$ cat src/rtl/dmem_pkg.sv
package dmem_pkg;

    localparam int BANK_W       = 5;
    localparam int OFS_W        = 7;
    localparam int PTR_W        = 16;
    localparam int CORE_LO      = 'h00;
    localparam int PERIPH_LO    = 'h0C;
    localparam int GPR_LO       = 'h20;
    localparam int COMMON_LO    = 'h70;
    localparam int GPR_BYTES    = COMMON_LO - GPR_LO;
    localparam int COMMON_BYTES = (1 << OFS_W) - COMMON_LO;
    localparam int CORE_IDX_W   = 4;
    localparam int PWIN_W       = 5;
    localparam int PERIPH_AW    = BANK_W + PWIN_W;
    localparam int DSPACE_W     = BANK_W + OFS_W;

    typedef enum logic [2:0] {
        RG_NONE,
        RG_CORE,
        RG_PERIPH,
        RG_GPR,
        RG_COMMON
    } region_e;

endpackage

$ cat src/rtl/dmem_ptr_dec.sv
module dmem_ptr_dec
    import dmem_pkg::*;
#(
    parameter int PM_AW = 12
) (
    input  logic                use_ptr,
    input  logic [PTR_W-1:0]    ptr,
    input  logic [BANK_W-1:0]   bank_sel,
    input  logic [OFS_W-1:0]    dir_ofs,
    output logic [BANK_W-1:0]   eff_bank,
    output logic [OFS_W-1:0]    eff_ofs,
    output logic                is_pm,
    output logic                ptr_bad,
    output logic [PM_AW-1:0]    pm_addr
);

    logic [PTR_W-2-DSPACE_W:0] hi_bits;

    always_comb begin
        hi_bits  = ptr[PTR_W-2:DSPACE_W];
        is_pm    = use_ptr & ptr[PTR_W-1];
        ptr_bad  = use_ptr & ~ptr[PTR_W-1] & (|hi_bits);
        pm_addr  = ptr[PM_AW-1:0];
        if (use_ptr) begin
            eff_bank = ptr[DSPACE_W-1:OFS_W];
            eff_ofs  = ptr[OFS_W-1:0];
        end else begin
            eff_bank = bank_sel;
            eff_ofs  = dir_ofs;
        end
    end

endmodule

$ cat src/rtl/dmem_region_dec.sv
module dmem_region_dec
    import dmem_pkg::*;
#(
    parameter int GPR_BANKS = 3
) (
    input  logic [BANK_W-1:0] bank,
    input  logic [OFS_W-1:0]  ofs,
    output region_e           region
);

    always_comb begin
        if (int'(ofs) < PERIPH_LO) begin
            region = RG_CORE;
        end else if (int'(ofs) < GPR_LO) begin
            region = RG_PERIPH;
        end else if (int'(ofs) < COMMON_LO) begin
            region = (int'(bank) < GPR_BANKS) ? RG_GPR : RG_NONE;
        end else begin
            region = RG_COMMON;
        end
    end

endmodule

$ cat src/rtl/dmem_ram_addr.sv
module dmem_ram_addr
    import dmem_pkg::*;
#(
    parameter int GPR_BANKS = 3,
    parameter int RAM_AW    = 8
) (
    input  logic [BANK_W-1:0] bank,
    input  logic [OFS_W-1:0]  ofs,
    input  region_e           region,
    output logic [RAM_AW-1:0] ram_addr
);

    localparam int COMMON_BASE = GPR_BANKS * GPR_BYTES;

    int lin;

    always_comb begin
        case (region)
            RG_GPR:    lin = int'(bank) * GPR_BYTES + int'(ofs) - GPR_LO;
            RG_COMMON: lin = COMMON_BASE + int'(ofs) - COMMON_LO;
            default:   lin = 0;
        endcase
        ram_addr = RAM_AW'(lin);
    end

endmodule

$ cat src/rtl/dmem_route.sv
module dmem_route
    import dmem_pkg::*;
#(
    parameter  int GPR_BANKS = 3,
    parameter  int PM_WORDS  = 4096,
    localparam int RAM_WORDS = GPR_BANKS * GPR_BYTES + COMMON_BYTES,
    localparam int RAM_AW    = $clog2(RAM_WORDS),
    localparam int PM_AW     = $clog2(PM_WORDS)
) (
    input  logic                  clk,
    input  logic                  rst_n,
    input  logic                  rd_en,
    input  logic                  wr_en,
    input  logic                  use_ptr,
    input  logic [BANK_W-1:0]     bank_sel,
    input  logic [OFS_W-1:0]      dir_ofs,
    input  logic [PTR_W-1:0]      ptr,
    output logic                  sel_core,
    output logic                  sel_periph,
    output logic                  sel_ram,
    output logic                  acc_we,
    output logic [CORE_IDX_W-1:0] core_idx,
    output logic [PERIPH_AW-1:0]  periph_addr,
    output logic [RAM_AW-1:0]     ram_addr,
    output logic                  pm_req,
    output logic [PM_AW-1:0]      pm_addr,
    output logic                  pm_xcyc,
    output logic                  rd_zero
);

    typedef struct packed {
        logic                  sel_core;
        logic                  sel_periph;
        logic                  sel_ram;
        logic                  acc_we;
        logic [CORE_IDX_W-1:0] core_idx;
        logic [PERIPH_AW-1:0]  periph_addr;
        logic [RAM_AW-1:0]     ram_addr;
        logic                  pm_req;
        logic [PM_AW-1:0]      pm_addr;
        logic                  pm_xcyc;
        logic                  rd_zero;
    } route_s;

    route_s st_d, st_q;

    logic [BANK_W-1:0] eff_bank;
    logic [OFS_W-1:0]  eff_ofs;
    logic              is_pm;
    logic              ptr_bad;
    logic [PM_AW-1:0]  pm_addr_w;
    region_e           region;
    logic [RAM_AW-1:0] ram_addr_w;

    dmem_ptr_dec #(.PM_AW(PM_AW)) u_ptr (
        .use_ptr  (use_ptr),
        .ptr      (ptr),
        .bank_sel (bank_sel),
        .dir_ofs  (dir_ofs),
        .eff_bank (eff_bank),
        .eff_ofs  (eff_ofs),
        .is_pm    (is_pm),
        .ptr_bad  (ptr_bad),
        .pm_addr  (pm_addr_w)
    );

    dmem_region_dec #(.GPR_BANKS(GPR_BANKS)) u_reg (
        .bank   (eff_bank),
        .ofs    (eff_ofs),
        .region (region)
    );

    dmem_ram_addr #(.GPR_BANKS(GPR_BANKS), .RAM_AW(RAM_AW)) u_ram (
        .bank     (eff_bank),
        .ofs      (eff_ofs),
        .region   (region),
        .ram_addr (ram_addr_w)
    );

    // Next-state: all fields zero unless the decoded access claims them.
    always_comb begin
        st_d         = '0;
        st_d.pm_xcyc = st_q.pm_req;
        if (rd_en || wr_en) begin
            if (is_pm) begin
                if (rd_en) begin
                    st_d.pm_req  = 1'b1;
                    st_d.pm_addr = pm_addr_w;
                end
            end else if (ptr_bad || region == RG_NONE) begin
                st_d.rd_zero = rd_en;
            end else begin
                st_d.acc_we = wr_en;
                case (region)
                    RG_CORE: begin
                        st_d.sel_core = 1'b1;
                        st_d.core_idx = eff_ofs[CORE_IDX_W-1:0];
                    end
                    RG_PERIPH: begin
                        st_d.sel_periph  = 1'b1;
                        st_d.periph_addr = {eff_bank, eff_ofs[PWIN_W-1:0]};
                    end
                    default: begin
                        st_d.sel_ram  = 1'b1;
                        st_d.ram_addr = ram_addr_w;
                    end
                endcase
            end
        end
    end

    always_ff @(posedge clk or negedge rst_n) begin
        if (!rst_n) begin
            st_q <= '0;
        end else begin
            st_q <= st_d;
        end
    end

    assign sel_core    = st_q.sel_core;
    assign sel_periph  = st_q.sel_periph;
    assign sel_ram     = st_q.sel_ram;
    assign acc_we      = st_q.acc_we;
    assign core_idx    = st_q.core_idx;
    assign periph_addr = st_q.periph_addr;
    assign ram_addr    = st_q.ram_addr;
    assign pm_req      = st_q.pm_req;
    assign pm_addr     = st_q.pm_addr;
    assign pm_xcyc     = st_q.pm_xcyc;
    assign rd_zero     = st_q.rd_zero;

endmodule

$ cat config.mk
export PLATFORM = sky130hd
export DESIGN_NAME = dmem_route
export DESIGN_NICKNAME = d
export VERILOG_FILES = /design/src/rtl/dmem_pkg.sv /design/src/rtl/dmem_ptr_dec.sv /design/src/rtl/dmem_region_dec.sv /design/src/rtl/dmem_ram_addr.sv /design/src/rtl/dmem_route.sv
export SDC_FILE = /design/constraint.sdc
export NUM_CORES = 1
export LEC_CHECK = 0
export BUFFER_PORTS_ARGS = -buffer_cell sky130_fd_sc_hd__buf_4
export CAP_MARGIN = 20
export CORE_AREA = 3 3 66 68
export CTS_CLUSTER_DIAMETER = 50
export DETAILED_ROUTE_END_ITERATION = 7
export DIE_AREA = 0 0 69 71
export GPL_ROUTABILITY_DRIVEN = 0
export PLACE_DENSITY = 0.79
export SYNTH_ARGS = -nofsm -noshare
export SYNTH_HDL_FRONTEND = slang
export SYNTH_SLANG_ARGS = --single-unit
$ cat constraint.sdc
create_clock -name clk -period 0.8 [get_ports clk]
set_clock_uncertainty 0.2 [all_clocks]
set_input_delay 0.08 -clock clk [delete_from_list [all_inputs] [get_ports clk]]
set_output_delay 0.08 -clock clk [all_outputs]
set_load 0.03 [all_outputs]
Word level (Yosys, flattened, before mapping)
Cells that the tools add are included.
- equality and inequality tests: 4
- add/subtract/negate cells: 4
- div/mod/pow operators: 0
- shift-type cells: 0
- magnitude comparators: 4
- mux-type cells: 21
- multiply operators: 1
- bitwise gates (word level): 4
- reduce and logical (&&, ||, !) cells: 5
- operators with widths (operator ; count):
    $mux 26 ; 2
    $mux 39 ; 1
    $mux 13 ; 2
    $pmux 8 s2 ; 1
    $mux 10 ; 1
    $mux 3 ; 3
    $add 8x7->8 const A ; 1
    $add 8x8->8 ; 1
    $mux 8 ; 1
    $sub 8x7->8 const B ; 1
    $sub 8x8->8 const B ; 1
    $lt 7x4->1 const B ; 1
    $lt 7x6->1 const B ; 1
    $lt 7x7->1 const B ; 1
    $mux 7 ; 1
    $eq 3x2->1 const B ; 2
    $mux 1 ; 6
    $lt 5x2->1 const B ; 1
    $mul 5x3->4 const B ; 1
    $mux 5 ; 1
    $mux 4 ; 1
    $and 1x1->1 ; 3
    $eq 3x1->1 const B ; 1
    $eq 3x3->1 const B ; 1
    other kinds (6) ; 7
- logic and storage cells: 54
- input port bits: 33
- output and inout bits: 41
- bits in writable memories: 0
- memories kept: 0
- latch bits: 0
- flip-flop bits (word level): 41
- bits in read-only memories: 0

Logic depth before layout (Yosys ltp)
Gate-level depths: netlist (run 1).
- depth in word-level cells: 12
- mapped depth: 12
- mapped depth without buffers: 10

Hierarchy
A second synthesis (run 1) with hierarchy kept.
- cell total of the unflattened synthesis: 180
- area total of the unflattened synthesis: 2155.8 um^2
- by module, submodules not included (module ; area each (um^2) ; times used ; cells each):
    dmem_route ; 1562.7 ; 1 ; 114
    dmem_ptr_dec ; 290.3 ; 1 ; 28
    dmem_ram_addr ; 232.7 ; 1 ; 28
    dmem_region_dec ; 70.1 ; 1 ; 10

Worst setup path after synthesis (run 1)
Ideal clock, no wire load.
- path type: in2reg
- start: input port use_ptr
- end: register st_q (netlist bit ram_addr[7])
- stages on the path: 11
- arrival: 2330 ps
- data required time: 471 ps
- setup time: 129 ps
- slack: -1859 ps
- cells stage by stage: buf_6 -> buf_2 -> mux2_2 -> ha_1 -> inv_1 -> ha_1 -> fa_1 -> xor2_1 -> xnor2_1 -> xnor2_1 -> a21boi_1
- RTL lines (what ; line ; source):
    start, declared ; dmem_route.sv:14 ; input logic use_ptr,
    end signal, assigned ; dmem_route.sv:116 ; st_q <= st_d;
    end, declared ; dmem_route.sv:45 ; route_s st_d, st_q;

==> results.txt, run 1 <==
Total Nets Final -> 311
hold_ws -> -189 ps
num rows -> 23
Util after Layout -> 85.6%
Final ANT Viol Nets -> 0
Slew HR -> 66.2%
largest fanout on the critical path -> 7
PD cells -> 1570 mW/mm²
RSZ-0062 raised after global routing -> yes
Reg clk slew, reported paths -> 80 ps
vias in the first global route -> 1716
Worst-Skew Late Latency -> 300 ps
CP top delay family -> adder cells
1st-iter DRT viols -> 83
Static Leak -> 1.65 nW
Non-Filler Instances -> 323
# IOs -> 74
Post-DP HPWL -> 3440 µm
dpl cells -> 296
area of the die -> 0.00490 mm²
peak supply drop -> 0.00123 V
Via Count -> 1643
Reg area -> 0.00103 mm²
antenna violations before repair -> 0
core area -> 0.00391 mm²
max frequency -> 520 MHz
worst path bufs/invs -> 2
failing checks -> negative hold slack, negative setup slack
root buf cell -> clkbuf_8
PortBufs -> 73
via/cell ratio -> 5.09
Crit Path Class -> input port to register
most frequent cells in the layout -> 60 x buf_4, 56 x buf_6, 40 x dfrtp_1, 13 x and2_1
synth-to-layout area growth -> 87.4%
critical path required time -> 790 ps
Avg Cell Area, Syn -> 12.2 µm²
CP Launch Type -> input port
synth top area cells -> dfrtp_1 57%, mux2i_1 5.0%, and2_1 4.2%
synthesized cell area -> 0.00179 mm²
Max stage delay cell, worst path -> fa_2
slack of the critical path -> -1120 ps
hold buffers post-CTS -> 1
share of post-route cells with drive strength above 1 -> 63.0%
DRC -> 0
worst-margin pin slew -> 493 ps
Clock Path Buffers -> 2
Filler Cell Count -> 190
top-area cell type share of the netlist area -> 57.4%
final slew viol count -> 0
pin count of the biggest net entering global routing -> 21
die width -> 69 µm
Inserted Clock Buffers -> 5
drt total wl -> 6060 µm
grt ovf -> 0
multi-input logic area -> 951 µm²
ANT cells -> 0
Syn Inst Count -> 146
Seq/Total Area, Yosys -> 57.4%
Mapped Nets -> 185
first-pass GRT wire length -> 8290 µm
Hold Crit Class -> input port to register
Die Y-Extent -> 71 µm
status -> finished, violations left
Total GRT Usage -> 21.7%
predominant post-synthesis flop cell -> dfrtp_1
Post-synth EDFFs -> 0
Worst EP arrival -> 1910 ps
WL/cell -> 18.8 µm
worst path cell trace -> buf_12, mux2_4, ha_4, inv_2, ha_4, fa_2, xor2_1, xnor2_1, xnor2_1, a21boi_1
CTS tree -> built
FFs w/ async S/R, synth -> 100%
H-tree levels -> 2
Ys Warns -> 0
Synth Register Bits -> 41
Starting Density -> 45.7%
synth unique cells -> 38
Synth area leader -> dfrtp_1
crit share post-route -> 240%
final setup fails -> 69
largest stage delay on the critical path -> 340 ps
# clock sinks -> 41
Worst setup EP type -> register
commonest non-fill, non-tap cell in the layout -> buf_4
Final Hold Viols -> 24
max-cap violations -> 0
Initial DRT Pass Iterations -> 4
post-layout minimum cycle time -> 1920 ps
[registers in the layout, indices dropped and copies added, names as in the netlist]
| register | cells |
|---|---|
| core_idx | 4 |
| rd_zero | 1 |
| pm_xcyc | 1 |
| sel_periph | 1 |
| sel_core | 1 |
| sel_ram | 1 |
| acc_we | 1 |
| pm_req | 1 |
| ram_addr | 8 |
| pm_addr | 12 |
| periph_addr | 10 |
[final cells by class]
cell class / instances / area share [%]
timing repair buffer: 121 / 35.0
sequential: 41 / 30.7
multi-input combinational: 97 / 28.4
clock buffer: 7 / 2.58
tap: 50 / 1.87
clock inverter: 1 / 0.896
inverter: 6 / 0.672
[where the power goes]
group          internal (mW)  switching, mW
Sequential              2.14         0.0343
Clock                   1.02          0.696
Combinational          0.708          0.681
[layer usage]
layer | wire [µm] | global-route usage (%) | share of wire, %
met1 | 2310 | 24.9 | 38
met2 | 3080 | 37.6 | 51
met3 | 473 | 8.10 | 7.8
met4 | 193 | 7.16 | 3.2
met5 | 0 | 0 | 0
[synthesized netlist by cell type, drive strengths merged (2+ instances only)]
library cell  instances
a21boi                2
and2                 13
and3                  4
buf                   2
dfrtp                41
ha                    5
inv                   6
mux2                  4
mux2i                 9
nand2                11
nand3                 3
nor2                 13
nor2b                 4
nor3                  3
o211ai                2
o21a                  3
xnor2                 4
[repair_timing]
action | CTS | global route
pin swaps | 14 | 8
resized for setup | 69 | 24
endpoints found under the setup margin | 81 | 80
setup buffers | 12 | 5
hold endpoints to repair | 67 | 25
cloned | 0 | 1
[cells by family after synthesis]
logic type / share of synthesized area, %
xor+xnor: 2.45
simple gates: 18.5
flops: 57.4
buf+inv: 2.38
fa+ha+maj: 4.62
mux: 7.56
compound gates: 7.07
[stage by stage]
step                setup TNS [ps]  area [µm²]  total power, mW  setup WS, ps
floorplan                   -14180        1900             2.76         -1520
global placement            -30860        2720             3.25         -1440
detailed placement          -31640        2720             3.27         -1480
CTS                         -32150        3200             5.14         -1090
global route                -36280        3350             5.48         -1240
finish                      -34020        3350             5.27         -1120
[final timing paths]
check                             start              to  slack [ps]  depth (start not counted)
worst max-delay path            use_ptr     ram_addr[7]       -1120                         10
worst min-delay path             ptr[1]      pm_addr[1]        -190                          2
worst max register to register   pm_req         pm_xcyc         -40                          1
worst min register to register   pm_req         pm_xcyc         300                          1
max in group asynchronous         rst_n          pm_req         110                          3
min in group asynchronous         rst_n  periph_addr[3]         -40                          2
Note: power is estimated with default switching activity, not from simulation.
==> run 2, diff against run 1 <==
- clock period: 0.8 -> 2.1 ns (I/O delays scaled with it)
==> run 2 against run 1 <==
The run now ends clean. Die area unchanged. Largest cell class is now registers. Core utilization decreased by 14 points. Critical path type unchanged. Count of clock-buffer cells in the layout unchanged.
==> results.txt, run 2 (synthesis results as in run 1) <==
max-cap violations -> 0 (unchanged)
Reg clk slew, reported paths -> 70 ps (about the same)
setup TNS -> 0 ps (+34020 ps)
max frequency -> 478 MHz
drt total wl -> 4330 µm (-29%)
Starting Density -> 45.7% (unchanged)
largest fanout on the critical path -> 8 (+1)
commonest non-fill, non-tap cell in the layout -> buf_4
root buf cell -> clkbuf_8
dpl cells -> 281 (-5.1%)
post-CTS setup buffer count -> 0 (-12)
Non-Filler Instances -> 302 (-6.5%)
Worst EP arrival -> 2060 ps (+150 ps)
worst path cell trace -> buf_12, mux2_4, ha_4, inv_2, ha_4, fa_2, xor2_1, xnor2_1, xnor2_1, a21boi_1
first-pass GRT wire length -> 7000 µm (-15%)
Max stage delay cell, worst path -> fa_2
final setup fails -> 0 (-100%)
WL/cell -> 14.3 µm (-24%)
vias in the first global route -> 1502 (-12%)
Total GRT Usage -> 18.4% (-3.3 points)
Inserted Clock Buffers -> 5 (unchanged)
Crit Path Class -> input port to register
Die Y-Extent -> 71 µm (unchanged)
Worst-Skew Late Latency -> 280 ps (-20 ps)
worst path bufs/invs -> 2 (unchanged)
grt ovf -> 0 (unchanged)
worst setup path start -> use_ptr
ANT cells -> 0 (unchanged)
max reg flops -> 12 (unchanged)
Worst setup EP type -> register
pin count of the biggest net entering global routing -> 42 (+100%)
final slew viol count -> 0 (unchanged)
Static Leak -> 1.46 nW (-12%)
# IOs -> 74 (unchanged)
DRC -> 0 (unchanged)
most frequent cells in the layout -> 87 x buf_4, 41 x dfrtp_1, 13 x nor2_1, 13 x dlygate4sd3_1, 12 x and2_1
core area -> 0.00391 mm² (unchanged)
Filler Cell Count -> 289 (+52%)
RSZ-0062 raised after global routing -> yes
CTS tree -> built
Slew HR -> 67.7% (+1.5 points)
1st-iter DRT viols -> 62 (-25%)
largest stage delay on the critical path -> 330 ps (about the same)
critical path required time -> 2070 ps (+1280 ps)
Reg2Reg Launch Point -> pm_req
Total Nets Final -> 290 (-6.8%)
antenna violations before repair -> 0 (unchanged)
Final Hold Viols -> 0 (-100%)
area of the die -> 0.00490 mm² (unchanged)
post-layout minimum cycle time -> 2090 ps
die width -> 69 µm (unchanged)
CP Launch Type -> input port
num rows -> 23 (unchanged)
worst-margin pin slew -> 485 ps (-7.78 ps)
via/cell ratio -> 4.79 (-5.8%)
# clock sinks -> 41 (unchanged)
Via Count -> 1447 (-12%)
share of post-route cells with drive strength above 1 -> 44.0% (-19 points)
H-tree levels -> 2 (unchanged)
Hold Crit Start -> bank_sel[3]
PD cells -> 660 mW/mm² (-58%)
status -> finished, final reports clean
Final ANT Viol Nets -> 0 (unchanged)
Hold Crit Class -> input port to register
Post-DP HPWL -> 3360 µm (-2.1%)
Initial DRT Pass Iterations -> 4 (unchanged)
Clock Path Buffers -> 2 (unchanged)
PortBufs -> 73 (unchanged)
peak supply drop -> 0.000556 V (-55%)
crit share post-route -> 99.7%
synth-to-layout area growth -> 56.2%
CP top delay family -> adder cells
## run 2: cell type report
cell class | instances | area [µm²] | area share [%]
Tap cell | 50 | 62.6 | 2.24
Inverter | 6 | 22.5 | 0.806
Clock buffer | 7 | 86.3 | 3.09
Sequential cell | 41 | 1030 | 36.7
Timing Repair Buffer | 101 | 803 | 28.8
Clock inverter | 1 | 30.0 | 1.08
Multi-Input combinational cell | 96 | 762 | 27.3
## run 2: worst paths after layout
check,cells after the start,slack (ps),to
setup reg to reg,0,1390,pm_xcyc
hold reg to reg,0,210,pm_xcyc
hold / removal,3,40,periph_addr[8]
min in group asynchronous,2,250,ram_addr[2]
setup / recovery,10,6,ram_addr[7]
max in group asynchronous,2,1120,pm_addr[10]
## run 2: repair_timing
| action | CTS | global route |
|---|---|---|
| resized for setup | 1 | 4 |
| setup endpoints to repair | 1 | 1 |
| endpoints found under the hold margin | 53 | 0 |
| hold buffers | 13 | 0 |
| pin swaps | 2 | 3 |
## run 2: power by group
group	switching [mW]	internal, mW	leakage, nW	total [mW]
Sequential	0.00722	0.814	0.564	0.821
Combinational	0.201	0.192	0.834	0.393
Clock	0.243	0.387	0.0585	0.630
## run 2: metal layers
| layer | up-vias | track usage, % | part of all wire (%) |
|---|---|---|---|
| met1 | 674 | 22.5 | 43 |
| met4 | 0 | 6.29 | 1.4 |
| li1 | 698 | - | - |
| met2 | 70 | 30.6 | 47 |
| met3 | 5 | 6.53 | 8.6 |
| met5 | - | 0 | 0 |
## run 2: worst min-delay path: stages
cell,delay (ps)
buf_4,110
mux2i_1,70
nor2_1,100
## run 2: metrics by stage
step                utilization (%)  instance area (µm²)  hold WS, ps  worst slack [ps]  power, mW
floorplan                         -                 1840         -286              -353       1.04
global placement               64.5                 2530         5.30              -268       1.20
detailed placement             64.5                 2530         7.34              -351       1.21
CTS                            70.9                 2780         40.2              13.8       1.86
global route                   71.4                 2790         50.6             -37.3       1.92
finish                         71.4                 2790         40.5              6.33       1.84
